--- src/rtl/fpadd_pkg.sv ---
package fpadd_pkg;
  // Which correction the final stage applies to the raw magnitude sum.
  typedef enum logic [1:0] {
    NORM_SHIFT = 2'd0,
    NORM_CARRY = 2'd1,
    NORM_ZERO  = 2'd2
  } norm_act_e;
endpackage

--- src/rtl/fpadd_cmp_stage.sv ---
module fpadd_cmp_stage #(
  parameter int EXP_W  = 8,
  parameter int FRAC_W = 16,
  parameter int SH_W   = EXP_W + 1
) (
  input  logic              clk,
  input  logic              rst_n,
  input  logic              v_in,
  input  logic              a_sign,
  input  logic [EXP_W-1:0]  a_exp,
  input  logic [FRAC_W-1:0] a_frac,
  input  logic              b_sign,
  input  logic [EXP_W-1:0]  b_exp,
  input  logic [FRAC_W-1:0] b_frac,
  output logic              v_q,
  output logic              big_sign_q,
  output logic [FRAC_W-1:0] big_frac_q,
  output logic              sml_sign_q,
  output logic [FRAC_W-1:0] sml_frac_q,
  output logic [EXP_W-1:0]  r_exp_q,
  output logic [SH_W-1:0]   shift_q
);
  logic [SH_W-1:0] diff_ab;
  logic            a_is_big;

  always_comb begin
    diff_ab  = {a_exp[EXP_W-1], a_exp} - {b_exp[EXP_W-1], b_exp};
    a_is_big = ~diff_ab[SH_W-1];
  end

  always_ff @(posedge clk or negedge rst_n) begin
    if (!rst_n) begin
      v_q        <= 1'b0;
      big_sign_q <= 1'b0;
      big_frac_q <= '0;
      sml_sign_q <= 1'b0;
      sml_frac_q <= '0;
      r_exp_q    <= '0;
      shift_q    <= '0;
    end else begin
      v_q <= v_in;
      if (a_is_big) begin
        big_sign_q <= a_sign;
        big_frac_q <= a_frac;
        sml_sign_q <= b_sign;
        sml_frac_q <= b_frac;
        r_exp_q    <= a_exp;
        shift_q    <= diff_ab;
      end else begin
        big_sign_q <= b_sign;
        big_frac_q <= b_frac;
        sml_sign_q <= a_sign;
        sml_frac_q <= a_frac;
        r_exp_q    <= b_exp;
        shift_q    <= -diff_ab;
      end
    end
  end

  // the stage passes its valid bit through one register.
  a_r2_cmp_valid: assert property (@(posedge clk) disable iff (!rst_n)
    $past(rst_n) |-> (v_q == $past(v_in)));

  // the kept exponent is at least as large as either input exponent.
  a_r4_exp_is_max: assert property (@(posedge clk) disable iff (!rst_n)
    ($past(rst_n) && v_q) |->
      (($signed(r_exp_q) >= $signed($past(a_exp))) &&
       ($signed(r_exp_q) >= $signed($past(b_exp)))));
endmodule

--- src/rtl/fpadd_align_stage.sv ---
module fpadd_align_stage #(
  parameter int EXP_W  = 8,
  parameter int FRAC_W = 16,
  parameter int SH_W   = EXP_W + 1
) (
  input  logic              clk,
  input  logic              rst_n,
  input  logic              v_in,
  input  logic              big_sign,
  input  logic [FRAC_W-1:0] big_frac,
  input  logic              sml_sign,
  input  logic [FRAC_W-1:0] sml_frac,
  input  logic [EXP_W-1:0]  r_exp,
  input  logic [SH_W-1:0]   shift,
  output logic              v_q,
  output logic              big_sign_q,
  output logic [FRAC_W-1:0] big_frac_q,
  output logic              sml_sign_q,
  output logic [FRAC_W-1:0] aln_frac_q,
  output logic [EXP_W-1:0]  r_exp_q
);
  localparam int CMP_W = (SH_W > 32) ? SH_W : 32;

  logic [FRAC_W-1:0] aligned;

  always_comb begin
    if (CMP_W'(shift) >= CMP_W'(FRAC_W)) aligned = '0;
    else                                 aligned = sml_frac >> shift;
  end

  always_ff @(posedge clk or negedge rst_n) begin
    if (!rst_n) begin
      v_q        <= 1'b0;
      big_sign_q <= 1'b0;
      big_frac_q <= '0;
      sml_sign_q <= 1'b0;
      aln_frac_q <= '0;
      r_exp_q    <= '0;
    end else begin
      v_q        <= v_in;
      big_sign_q <= big_sign;
      big_frac_q <= big_frac;
      sml_sign_q <= sml_sign;
      aln_frac_q <= aligned;
      r_exp_q    <= r_exp;
    end
  end

  // valid travels one register per stage.
  a_r2_align_valid: assert property (@(posedge clk) disable iff (!rst_n)
    $past(rst_n) |-> (v_q == $past(v_in)));

  // a right shift can never enlarge the fraction.
  a_r4_align_no_growth: assert property (@(posedge clk) disable iff (!rst_n)
    ($past(rst_n) && $past(v_in)) |-> (aln_frac_q <= $past(sml_frac)));
endmodule

--- src/rtl/fpadd_addsub_stage.sv ---
module fpadd_addsub_stage #(
  parameter int EXP_W  = 8,
  parameter int FRAC_W = 16
) (
  input  logic              clk,
  input  logic              rst_n,
  input  logic              v_in,
  input  logic              big_sign,
  input  logic [FRAC_W-1:0] big_frac,
  input  logic              sml_sign,
  input  logic [FRAC_W-1:0] aln_frac,
  input  logic [EXP_W-1:0]  r_exp,
  output logic              v_q,
  output logic              sign_q,
  output logic [FRAC_W:0]   sum_q,
  output logic [EXP_W-1:0]  r_exp_q
);
  logic [FRAC_W:0] sum_d;
  logic            sign_d;

  always_comb begin
    if (big_sign == sml_sign) begin
      sum_d  = {1'b0, big_frac} + {1'b0, aln_frac};
      sign_d = big_sign;
    end else if (big_frac >= aln_frac) begin
      sum_d  = {1'b0, big_frac - aln_frac};
      sign_d = big_sign;
    end else begin
      sum_d  = {1'b0, aln_frac - big_frac};
      sign_d = sml_sign;
    end
  end

  always_ff @(posedge clk or negedge rst_n) begin
    if (!rst_n) begin
      v_q     <= 1'b0;
      sign_q  <= 1'b0;
      sum_q   <= '0;
      r_exp_q <= '0;
    end else begin
      v_q     <= v_in;
      sign_q  <= sign_d;
      sum_q   <= sum_d;
      r_exp_q <= r_exp;
    end
  end

  // valid travels one register per stage.
  a_r2_add_valid: assert property (@(posedge clk) disable iff (!rst_n)
    $past(rst_n) |-> (v_q == $past(v_in)));

  // an effective subtraction never overflows the fraction width.
  a_r6_sub_no_carry: assert property (@(posedge clk) disable iff (!rst_n)
    ($past(rst_n) && $past(v_in) && ($past(big_sign) != $past(sml_sign)))
      |-> !sum_q[FRAC_W]);
endmodule

--- src/rtl/fpadd_norm_stage.sv ---
module fpadd_norm_stage
  import fpadd_pkg::*;
#(
  parameter int EXP_W  = 8,
  parameter int FRAC_W = 16,
  parameter int LZ_W   = $clog2(FRAC_W + 1)
) (
  input  logic              clk,
  input  logic              rst_n,
  input  logic              v_in,
  input  logic              sign,
  input  logic [FRAC_W:0]   sum,
  input  logic [EXP_W-1:0]  r_exp,
  output logic              v_q,
  output logic              sign_q,
  output logic [EXP_W-1:0]  exp_q,
  output logic [FRAC_W-1:0] frac_q
);
  logic [LZ_W-1:0]   lz;
  logic              hit;
  norm_act_e         act;
  logic              n_sign;
  logic [EXP_W-1:0]  n_exp;
  logic [FRAC_W-1:0] n_frac;

  // Leading-zero count of the low FRAC_W bits of the sum.
  always_comb begin
    lz  = '0;
    hit = 1'b0;
    for (int i = FRAC_W - 1; i >= 0; i--) begin
      if (!hit && sum[i]) begin
        lz  = LZ_W'(FRAC_W - 1 - i);
        hit = 1'b1;
      end
    end
  end

  always_comb begin
    if (sum[FRAC_W]) act = NORM_CARRY;
    else if (!hit)   act = NORM_ZERO;
    else             act = NORM_SHIFT;

    case (act)
      NORM_CARRY: begin
        n_frac = sum[FRAC_W:1];
        n_exp  = r_exp + EXP_W'(1);
        n_sign = sign;
      end
      NORM_ZERO: begin
        n_frac = '0;
        n_exp  = '0;
        n_sign = 1'b0;
      end
      default: begin
        n_frac = sum[FRAC_W-1:0] << lz;
        n_exp  = r_exp - EXP_W'(lz);
        n_sign = sign;
      end
    endcase
  end

  always_ff @(posedge clk or negedge rst_n) begin
    if (!rst_n) begin
      v_q    <= 1'b0;
      sign_q <= 1'b0;
      exp_q  <= '0;
      frac_q <= '0;
    end else begin
      v_q    <= v_in;
      sign_q <= n_sign;
      exp_q  <= n_exp;
      frac_q <= n_frac;
    end
  end

  // valid travels one register per stage.
  a_r2_norm_valid: assert property (@(posedge clk) disable iff (!rst_n)
    $past(rst_n) |-> (v_q == $past(v_in)));

  // every nonzero result leaves with its top fraction bit set.
  a_r9_msb_set: assert property (@(posedge clk) disable iff (!rst_n)
    (v_q && (frac_q != '0)) |-> frac_q[FRAC_W-1]);

  // a zero fraction is always a clean positive zero.
  a_r8_zero_clean: assert property (@(posedge clk) disable iff (!rst_n)
    (v_q && (frac_q == '0)) |-> ((exp_q == '0) && !sign_q));
endmodule

--- src/rtl/fpadd_pipe.sv ---
module fpadd_pipe #(
  parameter int EXP_W  = 8,
  parameter int FRAC_W = 16
) (
  input  logic              clk,
  input  logic              rst_n,
  input  logic              in_valid,
  input  logic              a_sign,
  input  logic [EXP_W-1:0]  a_exp,
  input  logic [FRAC_W-1:0] a_frac,
  input  logic              b_sign,
  input  logic [EXP_W-1:0]  b_exp,
  input  logic [FRAC_W-1:0] b_frac,
  output logic              out_valid,
  output logic              out_sign,
  output logic [EXP_W-1:0]  out_exp,
  output logic [FRAC_W-1:0] out_frac
);
  localparam int SH_W = EXP_W + 1;

  logic              s1_v, s1_bsg, s1_ssg;
  logic [FRAC_W-1:0] s1_bfr, s1_sfr;
  logic [EXP_W-1:0]  s1_r;
  logic [SH_W-1:0]   s1_sh;

  logic              s2_v, s2_bsg, s2_ssg;
  logic [FRAC_W-1:0] s2_bfr, s2_afr;
  logic [EXP_W-1:0]  s2_r;

  logic              s3_v, s3_sg;
  logic [FRAC_W:0]   s3_sum;
  logic [EXP_W-1:0]  s3_r;

  fpadd_cmp_stage #(.EXP_W(EXP_W), .FRAC_W(FRAC_W), .SH_W(SH_W)) u_cmp (
    .clk(clk), .rst_n(rst_n), .v_in(in_valid),
    .a_sign(a_sign), .a_exp(a_exp), .a_frac(a_frac),
    .b_sign(b_sign), .b_exp(b_exp), .b_frac(b_frac),
    .v_q(s1_v), .big_sign_q(s1_bsg), .big_frac_q(s1_bfr),
    .sml_sign_q(s1_ssg), .sml_frac_q(s1_sfr),
    .r_exp_q(s1_r), .shift_q(s1_sh)
  );

  fpadd_align_stage #(.EXP_W(EXP_W), .FRAC_W(FRAC_W), .SH_W(SH_W)) u_align (
    .clk(clk), .rst_n(rst_n), .v_in(s1_v),
    .big_sign(s1_bsg), .big_frac(s1_bfr),
    .sml_sign(s1_ssg), .sml_frac(s1_sfr),
    .r_exp(s1_r), .shift(s1_sh),
    .v_q(s2_v), .big_sign_q(s2_bsg), .big_frac_q(s2_bfr),
    .sml_sign_q(s2_ssg), .aln_frac_q(s2_afr), .r_exp_q(s2_r)
  );

  fpadd_addsub_stage #(.EXP_W(EXP_W), .FRAC_W(FRAC_W)) u_add (
    .clk(clk), .rst_n(rst_n), .v_in(s2_v),
    .big_sign(s2_bsg), .big_frac(s2_bfr),
    .sml_sign(s2_ssg), .aln_frac(s2_afr), .r_exp(s2_r),
    .v_q(s3_v), .sign_q(s3_sg), .sum_q(s3_sum), .r_exp_q(s3_r)
  );

  fpadd_norm_stage #(.EXP_W(EXP_W), .FRAC_W(FRAC_W)) u_norm (
    .clk(clk), .rst_n(rst_n), .v_in(s3_v),
    .sign(s3_sg), .sum(s3_sum), .r_exp(s3_r),
    .v_q(out_valid), .sign_q(out_sign), .exp_q(out_exp), .frac_q(out_frac)
  );
endmodule

--- config.mk ---
export PLATFORM = sky130hd
export DESIGN_NAME = fpadd_pipe
export DESIGN_NICKNAME = d
export VERILOG_FILES = /design/src/rtl/fpadd_pkg.sv /design/src/rtl/fpadd_cmp_stage.sv /design/src/rtl/fpadd_align_stage.sv /design/src/rtl/fpadd_addsub_stage.sv /design/src/rtl/fpadd_norm_stage.sv /design/src/rtl/fpadd_pipe.sv
export SDC_FILE = /design/constraint.sdc
export NUM_CORES = 1
export LEC_CHECK = 0
export BUFFER_PORTS_ARGS = -buffer_cell sky130_fd_sc_hd__buf_2
export CORE_UTILIZATION = 25
export DETAILED_ROUTE_END_ITERATION = 8
export MAX_ROUTING_LAYER = met4
export SLEW_MARGIN = 0
export SYNTH_ARGS = -nofsm -noshare
export SYNTH_HDL_FRONTEND = slang
export SYNTH_SLANG_ARGS = --single-unit
--- constraint.sdc ---
create_clock -name clk -period 6.3 [get_ports clk]
set_clock_uncertainty 0.15 [all_clocks]
set_input_delay 1.26 -clock clk [delete_from_list [all_inputs] [get_ports clk]]
set_output_delay 1.26 -clock clk [all_outputs]
set_load 0.02 [all_outputs]
; Word level (Yosys, flattened, before mapping)
; Index checks and enable logic that the tools add are counted.
[totals]
reg_bits = 148
latchBits = 0
ram_bits = 0
mem_bits_ro = 0
input_bits = 53
output_inout_bits = 26
mem_count = 0
[classes]
n_addsub = 7
mul = 0
div = 0
magnitude_cmp = 2
n_eq_ne = 3
shift = 2
muxes = 47
bitwise_logic = 0
reduce_logical = 30
[ops]
columns = cell, count
row1 = $mux 5, 14
row2 = $mux 16, 4
row3 = $pmux 16 s2, 1
row4 = $sub 16x16->16, 2
row5 = $mux 1, 22
row6 = $add 16x16->17, 1
row7 = $mux 17, 1
row8 = $ge 16x16->1, 1
row9 = $pmux 8 s2, 1
row10 = $shl 16x5->16, 1
row11 = $shr 16x9->16, 1
row12 = $logic_and 1x1->1, 15
row13 = $logic_not 1->1, 15
row14 = $ge 9x5->1 const B, 1
row15 = $mux 9, 1
row16 = $neg 9->9, 1
row17 = $sub 8x8->9, 1
row18 = $add 8x1->8 const B, 1
row19 = $mux 8, 1
row20 = $sub 8x5->8, 1
row21 = $mux 2, 2
row22 = $eq 2x1->1 const B, 1
row23 = $eq 2x2->1 const B, 1
row24 = $eq 1x1->1, 1

; Depth between registers and ports, before layout
[logic_depth]
depth_word = 50
mapped_depth = 18
mapped_depth_nobuf = 16

; Modules after synthesis
; Synthesis repeated with hierarchy kept, for this count alone.
[hier_totals]
cells_unflattened = 1021
area_unflattened_um2 = 9447.8
[by_module_without_submodules]
columns = module, n_inst, cells_each, area_each_um2, seq_area_each_um2
row1 = fpadd_addsub_stage, 1, 393, 3170.5, 675.6
row2 = fpadd_cmp_stage, 1, 253, 2383.5, 1301.2
row3 = fpadd_norm_stage, 1, 231, 2058.2, 650.6
row4 = fpadd_align_stage, 1, 144, 1835.5, 1076.0

; Least setup slack after synthesis
; Ideal clock, no wire load.
[synth_timing]
path_type = input to register
start = input a_exp[0]
end = register u_cmp.big_frac_q[0]
setup_time_ns = 0.125
arrival_ns = 3.296
path_slack_ns = 2.730
stages = 13
path_buffers = 1
cell_sequence = inv_1 -> ha_1 -> inv_1 -> fa_1 -> a21o_1 -> a21oi_1 -> o21bai_1 -> a21oi_1 -> o21bai_1 -> nor2_1 -> mux2i_2 -> buf_2 -> mux2_2
[synth_between]
elab_chain_len = 2
[synth_rtl]
columns = item, line_no
row1 = from (decl), fpadd_pipe.sv:9  ; input logic [EXP_W-1:0] a_exp,
row2 = $sub 8x8->9, fpadd_cmp_stage.sv:27  ; diff_ab = {a_exp[EXP_W-1], a_exp} - {b_exp[EXP_W-1], b_exp};
row3 = $mux 16, fpadd_cmp_stage.sv:42  ; if (a_is_big) begin
row4 = to (signal assigned), fpadd_cmp_stage.sv:44  ; big_frac_q <= a_frac;
row5 = to (signal assigned), fpadd_cmp_stage.sv:51  ; big_frac_q <= b_frac;
row6 = to (decl), fpadd_cmp_stage.sv:17  ; output logic [FRAC_W-1:0] big_frac_q,
; No other way between the ends.

; Worst setup path after layout
[layout_timing]
start = register u_add.sum_q[12]
end = register u_norm.exp_q[7]
[layout_between]
elab_chain_len = 42
word_cells_on_any_way = 57
[layout_rtl]
columns = item, line_no
row1 = from (decl), fpadd_addsub_stage.sv:15  ; output logic [FRAC_W:0] sum_q,
row2 = from (signal assigned), fpadd_addsub_stage.sv:43  ; sum_q <= sum_d;
row3 = $logic_and 1x1->1 (*), fpadd_norm_stage.sv:31  ; if (!hit && sum[i]) begin
row4 = "parallel branches: the longest is 40 deep, another holds $mux 1", n/a
row5 = $pmux 8 s2 (*), fpadd_norm_stage.sv:43  ; case (act)
row6 = via u_norm.n_exp[7], fpadd_norm_stage.sv:23  ; logic [EXP_W-1:0] n_exp;
row7 = to (signal assigned), fpadd_norm_stage.sv:71  ; exp_q <= n_exp;
row8 = to (decl), fpadd_norm_stage.sv:16  ; output logic [EXP_W-1:0] exp_q,
; Mark *: on every way through the listed nets, which the timed path passes.

==> out/results.txt <==
# nets final: 1078
CTS tree: built
1st-iter DRT viols: 436
CTS Buffer Depth: 2
Main flop type after synthesis: dfrtp_1
Total routed wirelength: 20400 um
Tcrit/Tclk final: 68.90%
CP endpoint kind: register
Share of synthesized registers carrying an async set or reset: 100.0%
Initial DRT Pass Iterations: 5
Die height: 191.0 um
Most instantiated library cell after synthesis: dfrtp_1
Synth Area in XOR/XNOR: 3.532%
CP max FO: 14
Hold Path Cell Cnt: 0
Combinational family with the most area after synthesis: compound AO/OA/AOI/OAI gates
Worst R2R Setup Slack: 1.96 ns
Num CTS Buffers: 17
Footprint of the flip-flops and latches: 3704 um2
Final Hold Viols: 0
Max Cap Violations: 0
Synth Register Bits: 148
Top cell type's share of synthesized area: 41.49%
I/O pin count: 79
Core footprint: 34800 um2
First-pass GRT wire length: 33270 um
Type of origin of the critical path: register
Fmax achieved: 0.2304 GHz
Power Dens Cells: 386.1 nW/um2
Reg clk slew, reported paths: 0.06 ns
Worst VDD drop: 0.2086 mV
Top post-synthesis cells by count: dfrtp_1, nor2_1, inv_1
Relative slew slack: 28.29%
CTS resizes: 0
Avg WL per Cell: 14.35 um
# rows: 68
WP data required: 6.45 ns
Post-Syn Area: 8927 um2
Via count: 6492
Final setup TNS: 0 ns
Layout fillers: 3624
Post-Synth Simple-Gate Area: 11.52%
Mux cell area share after synthesis: 10.68%
Tmin final: 4.341 ns
Clk root buf: clkbuf_16
Total GRT Usage: 11.91%
Sequential element share of the synthesized area: 41.49%
Warnings, synthesis: 0
GRT overflow: 0
Min-delay src: u_align.v_q
Leakage: 4.586 nW
Arrival @ worst endpoint: 4.49 ns
Crit. Startpoint: u_add.sum_q[12]
RD Place Congestion: 0.9080
Mapped Cells: 895
Worst R2R End: u_norm.exp_q[7]
Fraction of layout instances using a drive strength above 1: 18.20%
Number of distinct library cells after synthesis: 76
Post-synth net total: 1018
Synth Area in Compound Gates: 17.06%
Largest net degree at the start of global routing: 86
Kind of critical path: reg -> reg
Syn-to-layout area delta: 14.83%
Post-synth EDFFs: 0
Hold path endpoint: u_add.v_q
Status: finished clean
R2r worst-path depth: 15
Leading area contributor after synthesis: dfrtp_1
Die Area: 36470 um2
Vias/cell: 4.565
Die X: 191.0 um
H-tree levels: 4
Antenna diode count: 0
Setup-failing EPs final: 0
Vias in the first global route: 6334
Initial antenna violation count: 0
Clk_lat worst skew: 0.43 ns
Unrepaired setup endpoints after global routing: no
Area taken by multi-input logic gates: 4742 um2
# port buffers: 78
Post-CTS Hold Fix Bufs: 0
Syn_area_per_cell: 9.975 um2
Final Max Tran Viols: 0
CTS Sinks: 148
Hold WC Path Type: reg -> reg
Synthesized-area fraction occupied by adder cells: 10.23%
Post-route ant nets: 0
Core Util, Final: 29.46%
Initial Util: 25.65%
Post-CTS Setup Repair Bufs: 0
Slew @ Worst Pin: 1.066 ns
Synth area leaders: dfrtp_1, ha_1, mux2_2, mux2i_1, a21oi_1
Post-DP HPWL: 15670 um
Reg-to-reg startpoint: u_add.sum_q[12]
Residual DRC count: 0
-- worst max-delay path by stage --
stage | end | slack, ns | cells after the start
2_1_floorplan | u_cmp.big_frac_q[0] | 2.73 | 13
3_3_place_gp | u_norm.exp_q[7] | 2.18 | 15
3_5_place_dp | u_norm.exp_q[7] | 2.00 | 15
4_1_cts | u_norm.exp_q[7] | 1.97 | 15
5_1_grt | u_norm.exp_q[7] | 1.66 | 15
6_report | u_norm.exp_q[7] | 1.96 | 15
-- per-stage QoR --
stage               total power [W]  hold WS [ns]  cell area (um2)  setup slack, ns  std cells
floorplan                  0.002618        0.1812             8927            2.730        895
global placement           0.003047        0.1823             9708            2.179       1391
detailed placement         0.003046        0.1847             9708            1.996       1391
CTS                        0.004007        0.1982            10250            1.965       1422
global route               0.004250        0.2008            10250            1.658       1422
finish                     0.003958        0.1940            10250            1.959       1422
-- worst max-delay path, cell delays in order, from the launching register on --
cell,delay [ns]
dfrtp_1,0.46
nor4_4,0.42
nand2_2,0.12
nor3_2,0.64
a21boi_4,0.31
ha_1,0.37
nor2b_1,0.24
ha_1,0.29
a21o_1,0.15
a21oi_1,0.22
o21bai_1,0.10
a21oi_1,0.27
o21bai_1,0.09
a21oi_1,0.19
xnor2_1,0.14
nor2_1,0.05
-- kinds of logic after synthesis --
family	Yosys count
compound gates	229
xor+xnor	36
fa+ha+maj	70
buf+inv	112
flops	148
mux	88
simple gates	212
-- sequential cells by signal (all words and copies together), names as in the netlist, 8 cells and up --
| signal | flops |
|---|---|
| u_cmp.sml_frac_q | 16 |
| u_cmp.r_exp_q | 8 |
| u_norm.exp_q | 8 |
| u_norm.frac_q | 16 |
| u_cmp.big_frac_q | 16 |
| u_add.r_exp_q | 8 |
| u_align.r_exp_q | 8 |
| u_cmp.shift_q | 9 |
| u_add.sum_q | 17 |
| u_align.big_frac_q | 16 |
| u_align.aln_frac_q | 16 |
-- cell usage in the layout (no fill, tap or decap), types with 12 or more instances in the layout --
cell type | synthesis | routed
nor2b_1 | 17 | 17
mux2_2 | 45 | 45
nand2_1 | 41 | 41
dfrtp_1 | 148 | 148
mux2i_1 | 41 | 41
o21ai_0 | 39 | 39
buf_2 | 11 | 77
a21oi_1 | 69 | 69
a211oi_1 | 24 | 24
inv_1 | 70 | 70
o21bai_1 | 12 | 12
clkbuf_16 | 0 | 17
ha_1 | 65 | 65
nor3_1 | 17 | 17
a21o_1 | 13 | 13
nor2_1 | 81 | 81
xnor2_1 | 26 | 26
-- per-layer routing --
layer / GRT usage [%] / vias up / wire (um)
met5: - / - / 0
met4: 3.477 / 0 / 261
met3: 2.644 / 22 / 912
met2: 17.88 / 152 / 9203
met1: 15.93 / 3060 / 10030
li1: - / 3258 / -
-- cell type report --
class | count | share of cell area (%)
multi-input cells | 635 | 46.26
well taps | 455 | 5.554
repair buffers | 82 | 4.162
clock buffers | 19 | 4.223
inverters | 71 | 2.600
clock inverters | 12 | 1.074
flip-flops and latches | 148 | 36.13
-- report_power, final --
group / internal, W / leakage, nW / switching, W
Sequential: 0.00117 / 1.77 / 0.000204
Clock: 0.000540 / 0.255 / 0.000391
Combinational: 0.000711 / 2.56 / 0.000944
No activity file was read; power rests on OpenSTA's default activity.
